**src/rtl/spk_pkg.sv**
```systemverilog
package spk_pkg;
  // Fixed-point factor for a 1 dB step: 10^(-1/20) in Q16
  localparam longint unsigned STEP_Q16 = 64'd58409;
  localparam int FRAC = 16;

  // Threshold k in the chain that starts at full scale, scaled by 2^FRAC
  function automatic logic [63:0] thr_calc(input int w, input int k);
    logic [63:0] t;
    t = 64'(1) << (w - 1 + FRAC);
    for (int i = 1; i <= k; i++) t = (t * STEP_Q16) >> 16;
    return t;
  endfunction
endpackage

```
**src/rtl/spk_level_enc.sv**
```systemverilog
module spk_level_enc #(
  parameter int W  = 24,
  parameter int CW = 6
) (
  input  logic [W-1:0]  smp,
  output logic [CW-1:0] code
);
  import spk_pkg::*;
  localparam int NTHR = 2**CW - 1;
  localparam int MW   = W + FRAC;

  logic [W-1:0]    mag;
  logic [MW-1:0]   magx;
  logic [NTHR-1:0] below;

  always_comb begin
    mag  = smp[W-1] ? (~smp + 1'b1) : smp;
    magx = {mag, {FRAC{1'b0}}};
  end

  for (genvar k = 1; k <= NTHR; k++) begin : g_thr
    localparam logic [63:0] TK = thr_calc(W, k);
    assign below[k-1] = 64'(magx) < TK;
  end

  always_comb begin
    code = '0;
    for (int i = 0; i < NTHR; i++) code = code + CW'(below[i]);
  end
endmodule

```
**src/rtl/spk_hold_chan.sv**
```systemverilog
module spk_hold_chan #(
  parameter int CW = 6
) (
  input  logic          clk,
  input  logic          rst,
  input  logic          en,
  input  logic          upd,
  input  logic          clr,
  input  logic [CW-1:0] code_in,
  output logic [CW-1:0] hold
);
  localparam logic [CW-1:0] QUIET = '1;

  always_ff @(posedge clk) begin
    if (rst || !en)              hold <= QUIET;
    else if (clr)                hold <= upd ? code_in : QUIET;
    else if (upd && code_in < hold) hold <= code_in;
  end
endmodule

```
**src/rtl/spk_read_port.sv**
```systemverilog
module spk_read_port #(
  parameter int CW   = 6,
  parameter int DW   = 32,
  parameter int IDW  = 4,
  parameter int IDLO = 12,
  parameter logic [IDW-1:0] ID_L = 4'd3,
  parameter logic [IDW-1:0] ID_R = 4'd4
) (
  input  logic          clk,
  input  logic          rst,
  input  logic          rd_stb,
  input  logic          rd_sel,
  input  logic [CW-1:0] hold_l,
  input  logic [CW-1:0] hold_r,
  output logic [DW-1:0] rd_data
);
  logic [DW-1:0] word;

  always_comb begin
    word = '0;
    word[IDLO +: IDW] = rd_sel ? ID_R : ID_L;
    word[CW-1:0]      = rd_sel ? hold_r : hold_l;
  end

  always_ff @(posedge clk) begin
    if (rst)         rd_data <= '0;
    else if (rd_stb) rd_data <= word;
  end
endmodule

```
**src/rtl/stereo_peak_hold.sv**
```systemverilog
module stereo_peak_hold #(
  parameter int W  = 24,
  parameter int CW = 6,
  parameter int DW = 32
) (
  input  logic          clk,
  input  logic          rst,
  input  logic          track_en,
  input  logic          smp_valid,
  input  logic [W-1:0]  smp_left,
  input  logic [W-1:0]  smp_right,
  input  logic          rd_stb,
  input  logic          rd_sel,
  output logic [DW-1:0] rd_data
);
  localparam int NCH = 2;

  logic [W-1:0]  samp   [NCH];
  logic [CW-1:0] code   [NCH];
  logic [CW-1:0] hold_q [NCH];

  assign samp[0] = smp_left;
  assign samp[1] = smp_right;

  for (genvar ch = 0; ch < NCH; ch++) begin : g_ch
    spk_level_enc #(.W(W), .CW(CW)) u_enc (
      .smp  (samp[ch]),
      .code (code[ch])
    );
    spk_hold_chan #(.CW(CW)) u_hold (
      .clk     (clk),
      .rst     (rst),
      .en      (track_en),
      .upd     (smp_valid),
      .clr     (rd_stb && (rd_sel == 1'(ch))),
      .code_in (code[ch]),
      .hold    (hold_q[ch])
    );
  end

  spk_read_port #(.CW(CW), .DW(DW)) u_rd (
    .clk     (clk),
    .rst     (rst),
    .rd_stb  (rd_stb),
    .rd_sel  (rd_sel),
    .hold_l  (hold_q[0]),
    .hold_r  (hold_q[1]),
    .rd_data (rd_data)
  );
endmodule

```
**config.mk**
```make
export PLATFORM = sky130hd
export DESIGN_NAME = stereo_peak_hold
export DESIGN_NICKNAME = d
export VERILOG_FILES = /design/src/rtl/spk_pkg.sv /design/src/rtl/spk_level_enc.sv /design/src/rtl/spk_hold_chan.sv /design/src/rtl/spk_read_port.sv /design/src/rtl/stereo_peak_hold.sv
export SDC_FILE = /design/constraint.sdc
export NUM_CORES = 1
export LEC_CHECK = 0
export BUFFER_PORTS_ARGS = -buffer_cell sky130_fd_sc_hd__buf_2
export CAP_MARGIN = 25
export CORE_ASPECT_RATIO = 1.5
export CORE_MARGIN = 2
export CORE_UTILIZATION = 40
export CTS_CLUSTER_DIAMETER = 200
export DETAILED_ROUTE_END_ITERATION = 8
export GPL_ROUTABILITY_DRIVEN = 0
export PLACE_DENSITY_LB_ADDON = 0.05
export SYNTH_ARGS = -nofsm -noshare
export SYNTH_HDL_FRONTEND = slang
export SYNTH_SLANG_ARGS = --single-unit
```
**constraint.sdc**
```tcl
create_clock -name clk -period 9.65 [get_ports clk]
set_input_delay 0.965 -clock clk [delete_from_list [all_inputs] [get_ports clk]]
set_output_delay 0.965 -clock clk [all_outputs]
set_load 0.01 [all_outputs]
```
; ---- Word-level counts from Yosys, hierarchy flattened
; Cells that the tools add are included.
; Widths: inputs -> output; s select.
[op_classes]
eq_ne = 0
n_bitwise = 3
n_addsub = 126
reduce_logical = 8
div = 0
magnitude_cmp = 128
n_mul = 0
muxes = 10
shifts = 0
[op_table]
columns = operator, count
row1 = $add 6x1->6, 122
row2 = $lt 40x30->1 const B, 12
row3 = $lt 40x31->1 const B, 12
row4 = $lt 40x32->1 const B, 12
row5 = $lt 40x33->1 const B, 12
row6 = $lt 40x34->1 const B, 12
row7 = $lt 40x35->1 const B, 12
row8 = $lt 40x36->1 const B, 12
row9 = $lt 40x37->1 const B, 12
row10 = $lt 40x38->1 const B, 12
row11 = $lt 40x39->1 const B, 12
row12 = $lt 40x29->1 const B, 6
row13 = $add 24x1->24 const B, 2
row14 = $mux 24, 2
row15 = $not 24->24, 2
row16 = $mux 6, 7
row17 = $lt 6x6->1, 2
row18 = $add 1x1->2, 2
row19 = $logic_and 1x1->1, 4
row20 = $reduce_bool 2->1, 2
row21 = $mux 3, 1
row22 = $logic_not 1->1, 1
row23 = $logic_or 1x1->1, 1
row24 = $not 1->1, 1
[totals]
memories = 0
reg_bits = 22
word_cells = 278
mem_bits_ro = 0
out_inout_bits = 32
input_bits = 54
latchBits = 0
ram_bits = 0

; ---- Longest topological paths before layout
[logic_depth]
word_depth = 70
ltp_mapped = 40

; ---- By module
; Synthesis repeated with hierarchy kept, for this count alone.
[unflattened]
cells_unflattened = 1582
area_unflattened_um2 = 11322.1
[modules_own_cells]
columns = mod, cells_per_inst, n_inst, area_per_inst_um2, seq_area_each_um2
row1 = spk_level_enc at g_ch[0].u_enc, 725, 1, 5116.2, 0.0
row2 = spk_level_enc at g_ch[1].u_enc, 702, 1, 4863.4, 0.0
row3 = spk_hold_chan, 47, 2, 397.9, 120.1
row4 = spk_read_port, 59, 1, 530.5, 160.2
row5 = stereo_peak_hold, 2, 1, 16.3, 0.0

; ---- Worst setup path before layout
; No wires, ideal clock.
[synth_path]
kind = input -> register
startpoint = input port smp_right[3]
endpoint = register g_ch[1].u_hold.hold[0]
slack_ns = -0.559
n_path_buf = 4
t_arrival_ns = 10.073
setup_ns = 0.136
stages = 36
path_cell_list = buf_6 or4_4 buf_6 or4_4 o21ai_0 xnor2_1 clkbuf_1 nand2_1 nand2_1 nor2_1 o31a_1 ha_1 inv_1 fa_1 fa_1 fa_1 fa_1 fa_1 inv_1 fa_1 fa_1 inv_1 fa_1 inv_1 ha_1 a21o_1 a21oi_1 o21bai_1 a21oi_1 xnor2_1 ha_1 o21ai_0 a21o_1 clkbuf_1 nor3b_1 o21ai_0
[synth_between]
elab_chain_len = 69
elab_cells_between_ends = 134
cone_classes = add/sub (63) / order compare (64) / mux (4) / bitwise (1) / reduce/logical (2)
[synth_rtl]
columns = item, line_no
row1 = start: declaration, stereo_peak_hold.sv:11  ; input logic [W-1:0] smp_right,
row2 = $not 24->24, spk_level_enc.sv:17  ; mag = smp[W-1] ? (~smp + 1'b1) : smp;
row3 = $add 24x1->24, spk_level_enc.sv:17
row4 = $mux 24 (*), spk_level_enc.sv:17
row5 = $lt 40x39->1, spk_level_enc.sv:23  ; assign below[k-1] = 64'(magx) < TK;
row6 = $add 1x1->2, spk_level_enc.sv:28  ; for (int i = 0; i < NTHR; i++) code = code + CW'(below[i]);
row7 = $add 6x1->6 (60 in series), spk_level_enc.sv:28
row8 = $add 6x1->6 (*), spk_level_enc.sv:28
row9 = $lt 6x6->1, spk_hold_chan.sv:17  ; else if (upd && code_in < hold) hold <= code_in;
row10 = $logic_and 1x1->1, spk_hold_chan.sv:17
row11 = $reduce_bool 2->1 (no source line), --
row12 = end signal: assignment, spk_hold_chan.sv:16  ; else if (clr) hold <= upd ? code_in : QUIET;
row13 = end signal: assignment, spk_hold_chan.sv:17
row14 = end: declaration, spk_hold_chan.sv:10  ; output logic [CW-1:0] hold
; Mark *: on every way between the ends. The rest lies on a longest branch, timed or not. The select of a mux whose other input is x is not followed.
; A chain may end at the register's enable or synchronous reset.

; ---- Worst setup path after layout
[layout_path]
startpoint = input port smp_left[13]
endpoint = register g_ch[0].u_hold.hold[5]
[layout_between]
elab_chain_len = 69
elab_cells_between_ends = 134
cone_classes = add/sub (63) / order compare (64) / mux (4) / bitwise (1) / reduce/logical (2)
[layout_rtl]
columns = item, line_no
row1 = start: declaration, stereo_peak_hold.sv:10  ; input logic [W-1:0] smp_left,
row2 = $not 24->24, spk_level_enc.sv:17
row3 = $add 24x1->24, spk_level_enc.sv:17
row4 = $mux 24 (*), spk_level_enc.sv:17
row5 = $lt 40x39->1, spk_level_enc.sv:23
row6 = $add 1x1->2, spk_level_enc.sv:28
row7 = $add 6x1->6 (60 in series), spk_level_enc.sv:28
row8 = $add 6x1->6 (*), spk_level_enc.sv:28
row9 = $lt 6x6->1, spk_hold_chan.sv:17
row10 = $logic_and 1x1->1, spk_hold_chan.sv:17
row11 = $reduce_bool 2->1 (no source line), --
row12 = end signal: assignment, spk_hold_chan.sv:16
row13 = end signal: assignment, spk_hold_chan.sv:17
row14 = end: declaration, spk_hold_chan.sv:10
; Marked as above.

==> summary.txt <==
Die
  – Num rows: 73
  – Initial cell density of the core: 40.7%
  – Num ports: 86
  – Die Area: 0.0284 mm^2
  – Core area: 0.0266 mm^2
  – Die W: 138 um
  – Die Height: 205 um

STA
  – Setup Skew: 5.11 ps
  – Hold slack: 469 ps
  – Slew Viols, Final: 0
  – RSZ-0062 raised after global routing: yes
  – Worst-Margin Slew: 884 ps
  – Max Fclk: 0.103 GHz
  – Post-route minimum period: 9670 ps
  – Endpoints failing setup: 6
  – Fin. Hold Viols: 0
  – Final worst setup slack: -18.3 ps
  – Relative slew slack: 40.5%
  – Final period util: 100%

GRT
  – GRT Total Usage: 37.3%
  – Vias in the first global route: 14800
  – Largest net degree at the start of global routing: 26
  – Global-route wire length before repair: 82.5 mm
  – Antenna violations before repair: 1
  – Grt total ovfl: 0

Clock network
  – Clk_lat worst skew: 250 ps
  – Worst-path clk slew: 60 ps
  – H-Tree Depth: 1
  – Clk sinks: 20
  – Root Buffer Master: clkbuf_16
  – CTS tree: done
  – Max clock buf depth: 2
  – CTS buffer count: 3

Critical path
  – WP depth: 32
  – Worst setup path class: in2reg
  – Worst EP required: 9760 ps
  – Family with the most delay on the worst path: adder cells
  – CP max stage cell: fa_2
  – Critical path peak fanout: 4
  – Critical Path Max Stage Delay: 600 ps
  – CP dominant cell by count: fa_2
  – CP Buf/Inv Count: 5
  – Data arrival, critical path: 9780 ps
  – Cell count of the worst reg-to-reg path: 9
  – Crit. End Element: flop
  – Startpoint types: input pin

Routing
  – Drt first pass iters: 6
  – Final WL: 54.3 mm
  – Avg WL per Cell: 22.7 um
  – Antenna Violating Nets Remaining: 0
  – Initial DRC count: 1221
  – Via Count: 14600
  – Residual DRC count: 0
  – Via density: 6.09

Hold path
  – Tightest Hold Check Type: reg2reg
  – Hold depth: 2

Synthesis
  – Ys Warns: 0
  – Register bit total from synthesis: 20
  – Synthesized area per cell: 7.13 um^2
  – Top FF cell, synth: dfxtp_1
  – Synth cell types: 82
  – Register area share after synthesis: 3.70%
  – Async set-reset flop share out of synthesis: 0%
  – Syn Inst Count: 1518
  – EDFF count, synth: 0
  – Synth Cell Area: 0.0108 mm^2

Placed design
  – DP HPWL: 43.9 mm
  – Number of buffers added on ports: 62
  – Dpl ws: -658 ps

Run status
  – Status: complete, but fails checks
  – Violated checks: negative setup slack

Job
  – MaxCap Viol Count: 0

Finish
  – # fillers: 2483
  – Multi-input logic area: 0.0106 mm^2
  – Nets: 2259
  – Share of layout cells above drive strength 1: 41.9%
  – Area of all sequential standard cells: 400 um^2
  – Layout area overhead: 53.8%

Power
  – Pleak: 7.46 nW
  – Pwr/cell area: 261 mW/mm^2
  – Worst vdd ir: 0.533 mV
[cell type report]
cell class | count | area share (%)
Antenna cell | 2 | 0.0301
Clock buffer | 4 | 0.534
Inverter | 136 | 3.07
Multi-Input combinational cell | 1271 | 63.5
Sequential cell | 20 | 2.41
Tap cell | 337 | 2.53
Timing Repair Buffer | 625 | 27.9
[state kept, by name, summed over array words and instances (netlist names)]
signal and count:
u_rd.rd_data 8, g_ch.u_hold.hold 12
[layer usage]
metal  global-route usage [%]  wire [um]
met3                     6.45       4060
met5                        0          0
met2                     66.3      26900
met1                     38.1      17100
met4                     31.7       6140
[Yosys cell counts, drive strengths merged (17+ instances only)]
master	number	area (um^2)
a21oi	125	626
xor2	35	322
dfxtp	20	400
nand2	131	492
fa	106	2120
or4	17	139
nor3	44	225
nor4	20	153
o41ai	19	234
clkbuf	74	278
o31ai	26	200
buf	40	273
a21o	22	165
nand2b	21	131
inv	135	507
nor2	124	468
ha	42	526
a211oi	21	158
mux2i	19	190
a31oi	33	206
xnor2	40	350
nand3	41	205
o21ai	132	661
nand4	21	146
o211ai	30	225
[stage by stage]
stage	cells	util [%]	power (mW)	cell area, um^2	TNS (ps)
2_1_floorplan	1540	-	2.34	11100	-480
3_3_place_gp	2367	57.9	3.50	15400	-5840
3_5_place_dp	2367	57.9	3.55	15400	-6730
4_1_cts	2379	59.8	4.02	15900	-277
5_1_grt	2394	62.6	4.83	16600	-2570
6_report	2395	62.6	4.34	16600	-61.1
[cell families after synthesis]
kind of cell               Yosys count  synth area share, %
AOI/OAI and AO/OA                  518                 31.8
and+or+nand+nor                    487                 22.3
buffers and inverters              250                 9.80
adders and majority gates          148                 24.5
xor gates and xnor gates            75                 6.21
DFF                                 20                 3.70
muxes                               19                 1.76
other                                1               0.0346
[placed cells by master (no fill, tap or decap), types with 18 or more instances in the layout]
cell	netlist	routed
o31ai_1	25	20
ha_1	42	32
mux2i_1	19	18
a21oi_1	125	113
fa_1	106	87
o21ai_1	6	27
dfxtp_1	20	20
nand3_1	41	35
nand4_1	20	20
nand2_1	131	121
conb_1	1	23
fa_2	0	19
a31oi_1	33	31
xnor2_1	40	26
inv_1	135	122
xor2_1	33	27
nand2b_1	21	19
a21o_1	22	21
nor3_1	43	37
o211ai_1	30	30
o21ai_0	126	94
buf_4	26	545
nor2_1	123	102
buf_2	8	59
[final timing paths]
path / startpoint / to / slack [ps]
worst max register to register: g_ch[1].u_hold.hold[1]$_SDFFE_PP1P_ / g_ch[1].u_hold.hold[1]$_SDFFE_PP1P_ / 7830
worst min-delay path: u_rd.rd_data[14]$_SDFFE_PP0P_ / u_rd.rd_data[14]$_SDFFE_PP0P_ / 470
worst min register to register: u_rd.rd_data[14]$_SDFFE_PP0P_ / u_rd.rd_data[14]$_SDFFE_PP0P_ / 470
worst max-delay path: smp_left[13] / g_ch[0].u_hold.hold[5]$_SDFFE_PP1P_ / -20
[repair_timing]
action,CTS,global route
endpoints found under the setup margin,12,12
cloned,0,1
hold buffers,0,0
setup buffers,8,13
gates resized for setup,87,154
pin swaps,32,76
[power by group]
| group | internal (mW) | total (mW) | switching [mW] |
|---|---|---|---|
| combinational | 2.13 | 4.14 | 2.01 |
| sequential | 0.0995 | 0.109 | 0.00995 |
| clock | 0.0631 | 0.0921 | 0.0290 |
[worst register-to-register path, cell delays in order, from the launching register on]
cell and delay (ps):
dfxtp_1 380, inv_1 90, ha_4 230, a21o_1 160
a21oi_2 130, nor2b_1 50, o21ai_1 150, a21o_4 200
nor3b_4 180, o21ai_1 80
No activity file was read; power rests on OpenSTA's default activity.
